--- src/rtl/kb_pkg.sv ---
package kb_pkg;
  localparam int unsigned KB_NREG      = 32;
  localparam int unsigned KB_DW        = 32;
  localparam int unsigned KB_AW        = 8;
  localparam int unsigned KB_FENCE_RST = 10;
  localparam int unsigned KB_SYNC_STG  = 2;

  typedef enum logic [1:0] {
    KB_HIT_REG   = 2'd0,
    KB_HIT_FENCE = 2'd1,
    KB_HIT_NONE  = 2'd2
  } kb_hit_e;
endpackage

--- src/rtl/kb_rst_sync.sv ---
module kb_rst_sync #(
  parameter int unsigned STAGES = 2
) (
  input  logic clk,
  input  logic arst_n_in,
  output logic arst_n_out
);
  logic [STAGES-1:0] sync_q;
  logic [STAGES-1:0] sync_d;

  always_comb begin
    sync_d = {sync_q[STAGES-2:0], 1'b1};
  end

  always_ff @(posedge clk or negedge arst_n_in) begin
    if (!arst_n_in) sync_q <= '0;
    else            sync_q <= sync_d;
  end

  assign arst_n_out = sync_q[STAGES-1];
endmodule

--- src/rtl/kb_gate.sv ---
module kb_gate
  import kb_pkg::*;
#(
  parameter int unsigned NREG   = KB_NREG,
  parameter int unsigned WIDX_W = 6,
  parameter int unsigned IDX_W  = 6,
  parameter int unsigned SLOT_W = 5
) (
  input  logic [WIDX_W-1:0] widx,
  input  logic              aligned,
  input  logic [IDX_W-1:0]  fence,
  input  logic              is_write,
  input  logic              is_secure,
  output kb_hit_e           hit,
  output logic              allow,
  output logic [SLOT_W-1:0] slot
);
  localparam int unsigned CW = (WIDX_W > IDX_W ? WIDX_W : IDX_W) + 1;
  localparam logic [CW-1:0] NREG_C = CW'(NREG);

  logic [CW-1:0] widx_c;
  logic [CW-1:0] fence_c;

  always_comb begin
    widx_c  = CW'(widx);
    fence_c = CW'(fence);
    slot    = widx[SLOT_W-1:0];
    hit     = KB_HIT_NONE;
    allow   = 1'b0;
    if (aligned) begin
      if (widx_c < NREG_C) begin
        hit   = KB_HIT_REG;
        allow = is_secure || (widx_c >= fence_c);
      end else if (widx_c == NREG_C) begin
        hit   = KB_HIT_FENCE;
        allow = !is_write || is_secure;
      end
    end
  end
endmodule

--- src/rtl/kb_fence.sv ---
module kb_fence #(
  parameter int unsigned NREG    = 32,
  parameter int unsigned DW      = 32,
  parameter int unsigned IDX_W   = 6,
  parameter int unsigned RST_VAL = 10
) (
  input  logic             clk,
  input  logic             arst_n,
  input  logic             wr_en,
  input  logic [DW-1:0]    wdata,
  output logic [IDX_W-1:0] fence
);
  localparam logic [DW-1:0]    TOP_DW  = DW'(NREG);
  localparam logic [IDX_W-1:0] TOP_IDX = IDX_W'(NREG);
  localparam logic [IDX_W-1:0] RST_IDX = IDX_W'(RST_VAL);

  logic [IDX_W-1:0] fence_q;
  logic [IDX_W-1:0] fence_d;

  always_comb begin
    fence_d = fence_q;
    if (wr_en) begin
      if (wdata > TOP_DW) fence_d = TOP_IDX;
      else                fence_d = wdata[IDX_W-1:0];
    end
  end

  always_ff @(posedge clk or negedge arst_n) begin
    if (!arst_n) fence_q <= RST_IDX;
    else         fence_q <= fence_d;
  end

  assign fence = fence_q;
endmodule

--- src/rtl/kb_store.sv ---
module kb_store #(
  parameter int unsigned NREG   = 32,
  parameter int unsigned DW     = 32,
  parameter int unsigned SLOT_W = 5
) (
  input  logic              clk,
  input  logic              arst_n,
  input  logic              wr_en,
  input  logic [SLOT_W-1:0] wr_slot,
  input  logic [DW-1:0]     wdata,
  input  logic [SLOT_W-1:0] rd_slot,
  output logic [DW-1:0]     rd_data
);
  logic [DW-1:0] bank_q [NREG];

  for (genvar g = 0; g < NREG; g++) begin : g_word
    logic          hit_en;
    logic [DW-1:0] word_d;

    always_comb begin
      hit_en = wr_en && (wr_slot == SLOT_W'(g));
      word_d = hit_en ? wdata : bank_q[g];
    end

    always_ff @(posedge clk or negedge arst_n) begin
      if (!arst_n) bank_q[g] <= '0;
      else         bank_q[g] <= word_d;
    end
  end

  assign rd_data = bank_q[rd_slot];
endmodule

--- src/rtl/keepreg_bank.sv ---
module keepreg_bank
  import kb_pkg::*;
#(
  parameter int unsigned NREG      = KB_NREG,
  parameter int unsigned DW        = KB_DW,
  parameter int unsigned AW        = KB_AW,
  parameter int unsigned FENCE_RST = KB_FENCE_RST,
  parameter int unsigned SYNC_STG  = KB_SYNC_STG
) (
  input  logic          clk,
  input  logic          rst_n,
  input  logic          por_n,
  input  logic          req_valid,
  output logic          req_ready,
  input  logic          req_write,
  input  logic          req_secure,
  input  logic [AW-1:0] req_addr,
  input  logic [DW-1:0] req_wdata,
  output logic          rsp_valid,
  output logic          rsp_err,
  output logic [DW-1:0] rsp_rdata
);
  localparam int unsigned WIDX_W = AW - 2;
  localparam int unsigned IDX_W  = $clog2(NREG + 1);
  localparam int unsigned SLOT_W = $clog2(NREG);

  logic ctl_arst_n;
  logic mem_arst_n;
  logic rst_comb_n;

  assign rst_comb_n = rst_n & por_n;

  kb_rst_sync #(.STAGES(SYNC_STG)) u_ctl_sync (
    .clk(clk), .arst_n_in(rst_comb_n), .arst_n_out(ctl_arst_n)
  );
  kb_rst_sync #(.STAGES(SYNC_STG)) u_mem_sync (
    .clk(clk), .arst_n_in(por_n), .arst_n_out(mem_arst_n)
  );

  // request acceptance
  logic ready_q;
  logic acc;

  always_ff @(posedge clk or negedge ctl_arst_n) begin
    if (!ctl_arst_n) ready_q <= 1'b0;
    else             ready_q <= 1'b1;
  end

  assign req_ready = ready_q;
  assign acc       = req_valid & ready_q;

  // decode and permission
  logic [IDX_W-1:0]  fence;
  kb_hit_e           hit;
  logic              allow;
  logic [SLOT_W-1:0] slot;
  logic              aligned;

  assign aligned = (req_addr[1:0] == 2'b00);

  kb_gate #(
    .NREG(NREG), .WIDX_W(WIDX_W), .IDX_W(IDX_W), .SLOT_W(SLOT_W)
  ) u_gate (
    .widx(req_addr[AW-1:2]), .aligned(aligned), .fence(fence),
    .is_write(req_write), .is_secure(req_secure),
    .hit(hit), .allow(allow), .slot(slot)
  );

  // storage and fence
  logic          store_we;
  logic          fence_we;
  logic [DW-1:0] store_rd;

  always_comb begin
    store_we = acc && req_write && allow && (hit == KB_HIT_REG);
    fence_we = acc && req_write && allow && (hit == KB_HIT_FENCE);
  end

  kb_store #(.NREG(NREG), .DW(DW), .SLOT_W(SLOT_W)) u_store (
    .clk(clk), .arst_n(mem_arst_n), .wr_en(store_we), .wr_slot(slot),
    .wdata(req_wdata), .rd_slot(slot), .rd_data(store_rd)
  );

  kb_fence #(
    .NREG(NREG), .DW(DW), .IDX_W(IDX_W), .RST_VAL(FENCE_RST)
  ) u_fence (
    .clk(clk), .arst_n(ctl_arst_n), .wr_en(fence_we),
    .wdata(req_wdata), .fence(fence)
  );

  // response
  logic          rsp_valid_q, rsp_valid_d;
  logic          rsp_err_q,   rsp_err_d;
  logic [DW-1:0] rsp_rdata_q, rsp_rdata_d;

  always_comb begin
    rsp_valid_d = acc;
    rsp_err_d   = acc && !allow;
    rsp_rdata_d = '0;
    if (acc && !req_write && allow) begin
      if (hit == KB_HIT_FENCE) rsp_rdata_d = DW'(fence);
      else                     rsp_rdata_d = store_rd;
    end
  end

  always_ff @(posedge clk or negedge ctl_arst_n) begin
    if (!ctl_arst_n) begin
      rsp_valid_q <= 1'b0;
      rsp_err_q   <= 1'b0;
      rsp_rdata_q <= '0;
    end else begin
      rsp_valid_q <= rsp_valid_d;
      rsp_err_q   <= rsp_err_d;
      rsp_rdata_q <= rsp_rdata_d;
    end
  end

  assign rsp_valid = rsp_valid_q;
  assign rsp_err   = rsp_err_q;
  assign rsp_rdata = rsp_rdata_q;
endmodule

--- config.mk ---
export PLATFORM = sky130hd
export DESIGN_NAME = keepreg_bank
export DESIGN_NICKNAME = d
export VERILOG_FILES = /design/src/rtl/kb_pkg.sv /design/src/rtl/kb_rst_sync.sv /design/src/rtl/kb_gate.sv /design/src/rtl/kb_fence.sv /design/src/rtl/kb_store.sv /design/src/rtl/keepreg_bank.sv
export SDC_FILE = /design/constraint.sdc
export NUM_CORES = 2
export LEC_CHECK = 0
export ABC_AREA = 1
export BUFFER_PORTS_ARGS = -buffer_cell sky130_fd_sc_hd__buf_2
export CAP_MARGIN = 0
export CORE_MARGIN = 2
export CORE_UTILIZATION = 30
export CTS_CLUSTER_DIAMETER = 60
export DETAILED_ROUTE_END_ITERATION = 8
export GPL_ROUTABILITY_DRIVEN = 0
export PLACE_DENSITY = 0.51
export SKIP_LAST_GASP = 1
export SYNTH_ARGS = -nofsm -noshare
export SYNTH_HDL_FRONTEND = slang
export SYNTH_SLANG_ARGS = --single-unit
export TNS_END_PERCENT = 1
--- constraint.sdc ---
create_clock -name clk -period 59.7 [get_ports clk]
set_input_delay 11.94 -clock clk [delete_from_list [all_inputs] [get_ports clk]]
set_output_delay 11.94 -clock clk [all_outputs]
set_load 0.01 [all_outputs]
=== After elaboration in Yosys (flattened, before gate mapping) ===
Cells that the tools add are included.

* Bits in registers: 1,069
* Latch bits: 0
* Bits in writable memories: 0
* ROM bits: 0
* Input port bits: 46
* Output and inout bits: 35
* Word-level logic and storage cells: 137
* Memories: 0

* Add/subtract/negate cells: 0
* Multipliers: 0
* Divide/modulo/power cells: 0
* Magnitude comparators: 4
* Equal/unequal tests: 33
* Shift-type cells: 0
* Muxes and demuxes: 12
* Bitwise logic cells: 3
* Reduce and logical (&&, ||, !) cells: 46

{| class="wikitable"
|+ Operator list
! operator !! count
|-
| $bmux 32 s5 || 1
|-
| $mux 32 || 4
|-
| $eq 5x5->1 const B || 16
|-
| $eq 5x4->1 const B || 8
|-
| $logic_and 1x1->1 || 39
|-
| $gt 32x6->1 const B || 1
|-
| $eq 5x3->1 const B || 4
|-
| $eq 5x2->1 const B || 2
|-
| $eq 6x6->1 const B || 1
|-
| $ge 6x6->1 || 1
|-
| $ge 6x6->1 const B || 1
|-
| $lt 6x6->1 const B || 1
|-
| $mux 2 || 3
|-
| $mux 6 || 1
|-
| $not 5->6 || 1
|-
| $eq 5x1->1 const B || 1
|-
| $logic_not 5->1 || 1
|-
| $logic_not 2->1 || 2
|-
| $mux 1 || 3
|-
| $and 1x1->1 || 2
|-
| $eq 2x1->1 const B || 1
|-
| $logic_not 1->1 || 2
|-
| $logic_or 1x1->1 || 2
|}

=== Depth between registers and ports, before layout ===
* Depth in word-level cells: 8
* Mapped depth: 18
* Gate-level depth less buffers: 13

=== By module ===
From an unflattened synthesis, not the netlist that was laid out.

* Cell total of the unflattened synthesis: 6,163
* Area total of the unflattened synthesis: 49,897.9 sq um

{| class="wikitable"
|+ Modules (own cells, without submodules)
! module !! times used !! cells an instance !! area an instance (sq um) !! seq. area each (sq um)
|-
| kb_store || 1 || 5,888 || 47,687.0 || 25,624.6
|-
| keepreg_bank || 1 || 127 || 1,341.3 || 875.8
|-
| kb_fence || 1 || 86 || 475.5 || 152.6
|-
| kb_gate || 1 || 56 || 286.5 || 0.0
|-
| kb_rst_sync || 2 || 3 || 53.8 || 50.0
|}

=== Worst setup path after synthesis ===
Ideal clock, no wire load.

* Kind: input-to-reg
* From: input port req_addr[2]
* To: register rsp_rdata_q[11], in the netlist rsp_rdata[11]
* Library setup time: 0.132 ns
* Arrival: 14.128 ns
* Required time: 59.568 ns
* Slack: 45.440 ns
* Stages on the path: 16
* Path buffers: 5
* Cell sequence: buf_2 inv_2 clkbuf_1 clkbuf_1 ha_1 inv_1 nand2_1 nand2_1 nand2_1 nand2_1 nand3_1 and2_1 buf_2 nand4_1 clkbuf_1 nor2_1

* Cells in the longest elaborated chain, start to end: 7
* Elaborated cells on any way between the ends: 18
* Classes of those cells: order compare (2); eq/ne (2); mux (11); bitwise (1); reduce/logical (2)

{| class="wikitable"
|+ Ends and longest elaborated chain
! what !! line !! text
|-
| start: declaration || keepreg_bank.sv:17 || <nowiki>input logic [AW-1:0] req_addr,</nowiki>
|-
| parallel branches: the longest is 6 deep, another holds $lt 6x6->1 || n/a ||
|-
| $mux 32 * || keepreg_bank.sv:100 || <nowiki>if (acc && !req_write && allow) begin</nowiki>
|-
| named net rsp_rdata_d[11] || keepreg_bank.sv:94 || <nowiki>logic [DW-1:0] rsp_rdata_q, rsp_rdata_d;</nowiki>
|-
| end signal: assignment || keepreg_bank.sv:114 || <nowiki>rsp_rdata_q <= rsp_rdata_d;</nowiki>
|-
| end: declaration || keepreg_bank.sv:94 ||
|}

Mark *: on every way through the listed nets, which the timed path passes. The select of a mux whose other input is x is not followed.
A chain may end at the register's enable or synchronous reset.

=== Worst setup path in the final report ===
* From: input port req_addr[2]
* To: register u_store.bank_q[308] (netlist bit)

* Cells in the longest elaborated chain, start to end: 7
* Elaborated cells on any way between the ends: 15
* Classes of those cells: order compare (2); eq/ne (2); mux (6); reduce/logical (5)

{| class="wikitable"
|+ Ends and longest elaborated chain
! what !! line !! text
|-
| $ge 6x6->1 / $eq 6x6->1 (equally long branches) || kb_gate.sv:33, kb_gate.sv:34 ||
|-
| $logic_or 1x1->1 (tied with other cells) || kb_gate.sv:33 || <nowiki>allow = is_secure || (widx_c >= fence_c);</nowiki>
|-
| $mux 1 / $mux 2 (equally long branches) || kb_gate.sv:31 || <nowiki>if (widx_c < NREG_C) begin</nowiki>
|-
| $mux 1 / $mux 2 (equally long branches) || kb_gate.sv:30 || <nowiki>if (aligned) begin</nowiki>
|-
| $logic_and 1x1->1 / $logic_not 2->1 (equally long branches) || keepreg_bank.sv:75 || <nowiki>store_we = acc && req_write && allow && (hit == KB_HIT_REG);</nowiki>
|-
| $logic_and 1x1->1 || keepreg_bank.sv:75 ||
|-
| $logic_and 1x1->1 * || kb_store.sv:21 || <nowiki>hit_en = wr_en && (wr_slot == SLOT_W'(g));</nowiki>
|-
| end signal: indexed assignment || kb_store.sv:27 || <nowiki>else bank_q[g] <= word_d;</nowiki>
|-
| end: declaration || kb_store.sv:14 || <nowiki>logic [DW-1:0] bank_q [NREG];</nowiki>
|}

Mark *: on every way between the ends. The rest lies on a longest branch, timed or not.

==> flow_summary.ini <==
[logic_synthesis]
synth.avg_cell_area_um2 = 7.395
ys_warn_count = 0
synth_top_area_frac = 0.5190
synth.area.top_cells = dfrtp_1 (52%), nand2_1 (19%), nand3_1 (11%)
yosysTopAreaCell = dfrtp_1
ys_ff_latch = 1069
netlist_instances = 6957
yosysSeqAreaShare = 0.5200
synth_area_um2 = 51450
ys_types = 34

[sta]
finalHoldViolCount = 0
report.final.slew_viol_count = 0
clock-skew-final_ns = 0.03226
setup_viol = 0
worst_pin_slew_ns = 1.258
rsz0062_at_grt = false
final.period_utilization = 0.2685
fmax_mhz = 62.39
fin_crit_ns = 16.03
relSlewSlack = 0.1611
setup_tns_ns = 0

[clock_tree]
insertion_delay_ns = 0.76
clkTransAtPathRegs_ns = 0.06
numCtsBuffers = 120
cts_tree = built
clockBufferDepth = 3
cts_hold_buf = 0
ctsResizeCount = 0
cts_setup_buffers = 0
cts.sinks = 1069
htreeDepth = 3
ctsRootBufferMaster = clkbuf_16

[worst_setup_path]
cp_cell_sequence = buf_2 -> buf_4 -> inv_2 -> ha_1 -> inv_1 -> nand2_1 -> nand2_1 -> nand2_1 -> nand2_1 -> nand3_1 -> nand4_1 -> nor2_4 -> buf_12 -> buf_4 -> buf_4 -> nand3_1 -> nand2_1
slowest_stage = buf_4
cp_num_buf_inv = 7
endpoint_kind = flop
cp_data_arrival_time_ns = 16.69
crit_fanout = 210
required_ns = 60.36
crit_type = in -> reg
crit_path_start_kind = input port
critPathTopFamily = buffers and inverters
reg2reg_slack_ns = 55.16
critPathMostFrequentCell = nand2_1
slowest_delay_ns = 0.99

[global_routing]
grt_max_degree = 211
grt_pass1_vias = 45310
grt_overflow = 0
grt_pass1_wl_um = 299900
antenna_found_initial = 8
grt_use_total = 0.2242

[detailed_routing]
vias = 46580
drc = 0
final_antenna_net_count = 0
dr.pass1.iters = 6
wl_per_cell_um = 21.92
viasPerCell = 5.160
drt_wl_total_um = 197900
drt_iter0_markers = 5462

[cells_and_area]
nNetsFinal = 6756
fillers = 17840
fin_util = 0.3387
drive_above_1_share = 0.07348
fin_cells = 9026
areaGrowthSynthToFinish_pct = 11.82

[power_and_ir_drop]
clockPowerShare = 0.474
cellPowerDensity_nw_per_um2 = 28.63
internal_power_mw = 1.215
swShare = 0.2621
p_sw_mw = 0.4317
share_comb_of_total_power = 0.080
peakVddDrop_uv = 23.76
p_seq_frac = 0.446
p_leak_nw = 31.70

[floorplan]
fp-row-count = 151
start_util = 0.3029
fp.dieH_um = 418.1
core_area_um2 = 169800
die_w_um = 418.1
dieArea_um2 = 174800
ios = 81

[worst_hold_path]
hold_class = reg -> async

[outcome]
status = completed

[placed_design]
post-place-cells = 8800
io_buffers = 80
hpwl_um = 105400

[flow_run]
drv_cap = 0
-- Yosys cell counts --
cell type / instances
nand2_1: 2655
nor2_1: 1155
nand3_1: 1108
dfrtp_1: 1067
clkbuf_1: 330
buf_2: 176
o22ai_1: 112
o21ai_0: 64
inv_1: 63
buf_1: 47
buf_4: 36
nor3_1: 33
o22a_1: 25
nand4_1: 16
nand3_2: 15
inv_2: 7
ha_1: 6
o21ai_1: 6
o21bai_1: 6
a22oi_1: 4
buf_6: 4
or2_2: 4
a21oi_1: 3
and2_1: 2
clkbuf_2: 2
dfstp_2: 2
nor2_2: 2
a22o_1: 1
conb_1: 1
nand2_2: 1
nor2_4: 1
nor2_8: 1
nor4_1: 1
o21ai_2: 1
-- layout make-up --
class	count	area (um2)	area share
flip-flops and latches	1069	26760	0.4651
multi-input cells	5225	22100	0.3841
clock buffers	177	3571	0.06207
well taps	2218	2775	0.04824
repair buffers	218	1499	0.02605
clock inverters	46	559.3	0.009721
inverters	70	262.8	0.004567
diodes	3	7.507	0.0001305
-- worst register-to-register path, cell delays in order, from the launching register on --
cell     delay, ns
dfstp_2       0.53
inv_1         0.06
ha_1          0.29
nand2_1       0.06
nor2_1        0.08
nand2_1       0.06
nand3_1       0.09
nand4_1       0.14
nor2_4        0.15
buf_12        0.67
buf_4         0.99
buf_4         0.96
nand3_1       0.22
nand2_1       0.12
-- worst paths after layout --
path,startpoint,end,cells past startpoint
worst max-delay path,req_addr[2],u_store.bank_q[308],17
worst min-delay path,u_ctl_sync.sync_q[1],rsp_rdata[29],1
worst max register to register,u_fence.fence[3],u_store.bank_q[308],13
worst min register to register,u_ctl_sync.sync_q[1],rsp_rdata[29],1
max in group asynchronous,por_n,u_ctl_sync.sync_q[1],3
min in group clk,u_mem_sync.sync_q[0],u_mem_sync.sync_q[1],0
-- flip-flops by register name (all words and copies together) (netlist names) --
name / cells
u_mem_sync.sync_q: 2
rsp_valid: 1
req_ready: 1
rsp_err: 1
rsp_rdata: 32
u_store.bank_q: 1024
u_ctl_sync.sync_q: 2
u_fence.fence: 6
-- per-layer routing --
metal / vias up / track usage / wire length (um)
met3: 301 / 0.02464 / 11620
met5: - / 0 / 0
met2: 1616 / 0.3682 / 93980
met1: 23160 / 0.3032 / 85110
met4: 0 / 0.08572 / 7169
li1: 21500 / - / -
-- through the flow --
stage / total power, mW / worst slack, ns / instance area [um2] / hold WS, ns
6_report: 1.647 / 43.67 / 57530 / 0.3476
2_1_floorplan: 0.8265 / 28.98 / 51460 / 0.3312
3_5_place_dp: 0.8781 / 42.95 / 53390 / 0.3365
4_1_cts: 1.660 / 43.73 / 57520 / 0.3510
3_3_place_gp: 0.8780 / 42.97 / 53390 / 0.3353
5_1_grt: 1.704 / 43.24 / 57530 / 0.3675
-- layout by cell type (no fill, tap or decap), types with 4 or more instances in the layout --
cell type,n
nand4_1,16
a22oi_1,4
nor3_2,30
nand3_2,27
nor2_4,6
or2_2,4
clkbuf_8,29
o22a_1,25
clkbuf_1,25
nand2_1,2652
bufinv_16,10
buf_2,80
inv_1,63
buf_12,5
clkinvlp_4,6
o21ai_1,6
nand3_1,1096
clkinv_2,22
o22ai_1,112
ha_1,6
inv_2,7
dfrtp_1,1065
clkbuf_16,123
o21ai_0,64
nor2_1,1152
o21bai_1,6
buf_4,133
-- power by group through the flow --
stage / registers (mW) / logic, mW / clock network (mW)
5_1_grt: 0.735 / 0.144 / 0.826
3_3_place_gp: 0.747 / 0.131 / 0
4_1_cts: 0.734 / 0.131 / 0.795
3_5_place_dp: 0.747 / 0.131 / 0
2_1_floorplan: 0.758 / 0.0690 / 0
6_report: 0.734 / 0.131 / 0.781
-- cell families (layout without fill, tap and decap cells) --
kind of cell	count (synthesis)	after routing	synth area share
flip-flops	1069	1069	0.5200
buffers and inverters	665	511	0.05606
AO/OA/AOI/OAI	222	222	0.02678
adder cells (fa/ha/maj)	6	6	0.001459
other	1	6	0.00007289
AND/OR/NAND/NOR	4994	4994	0.3956
(Power assumes the default switching activity.)
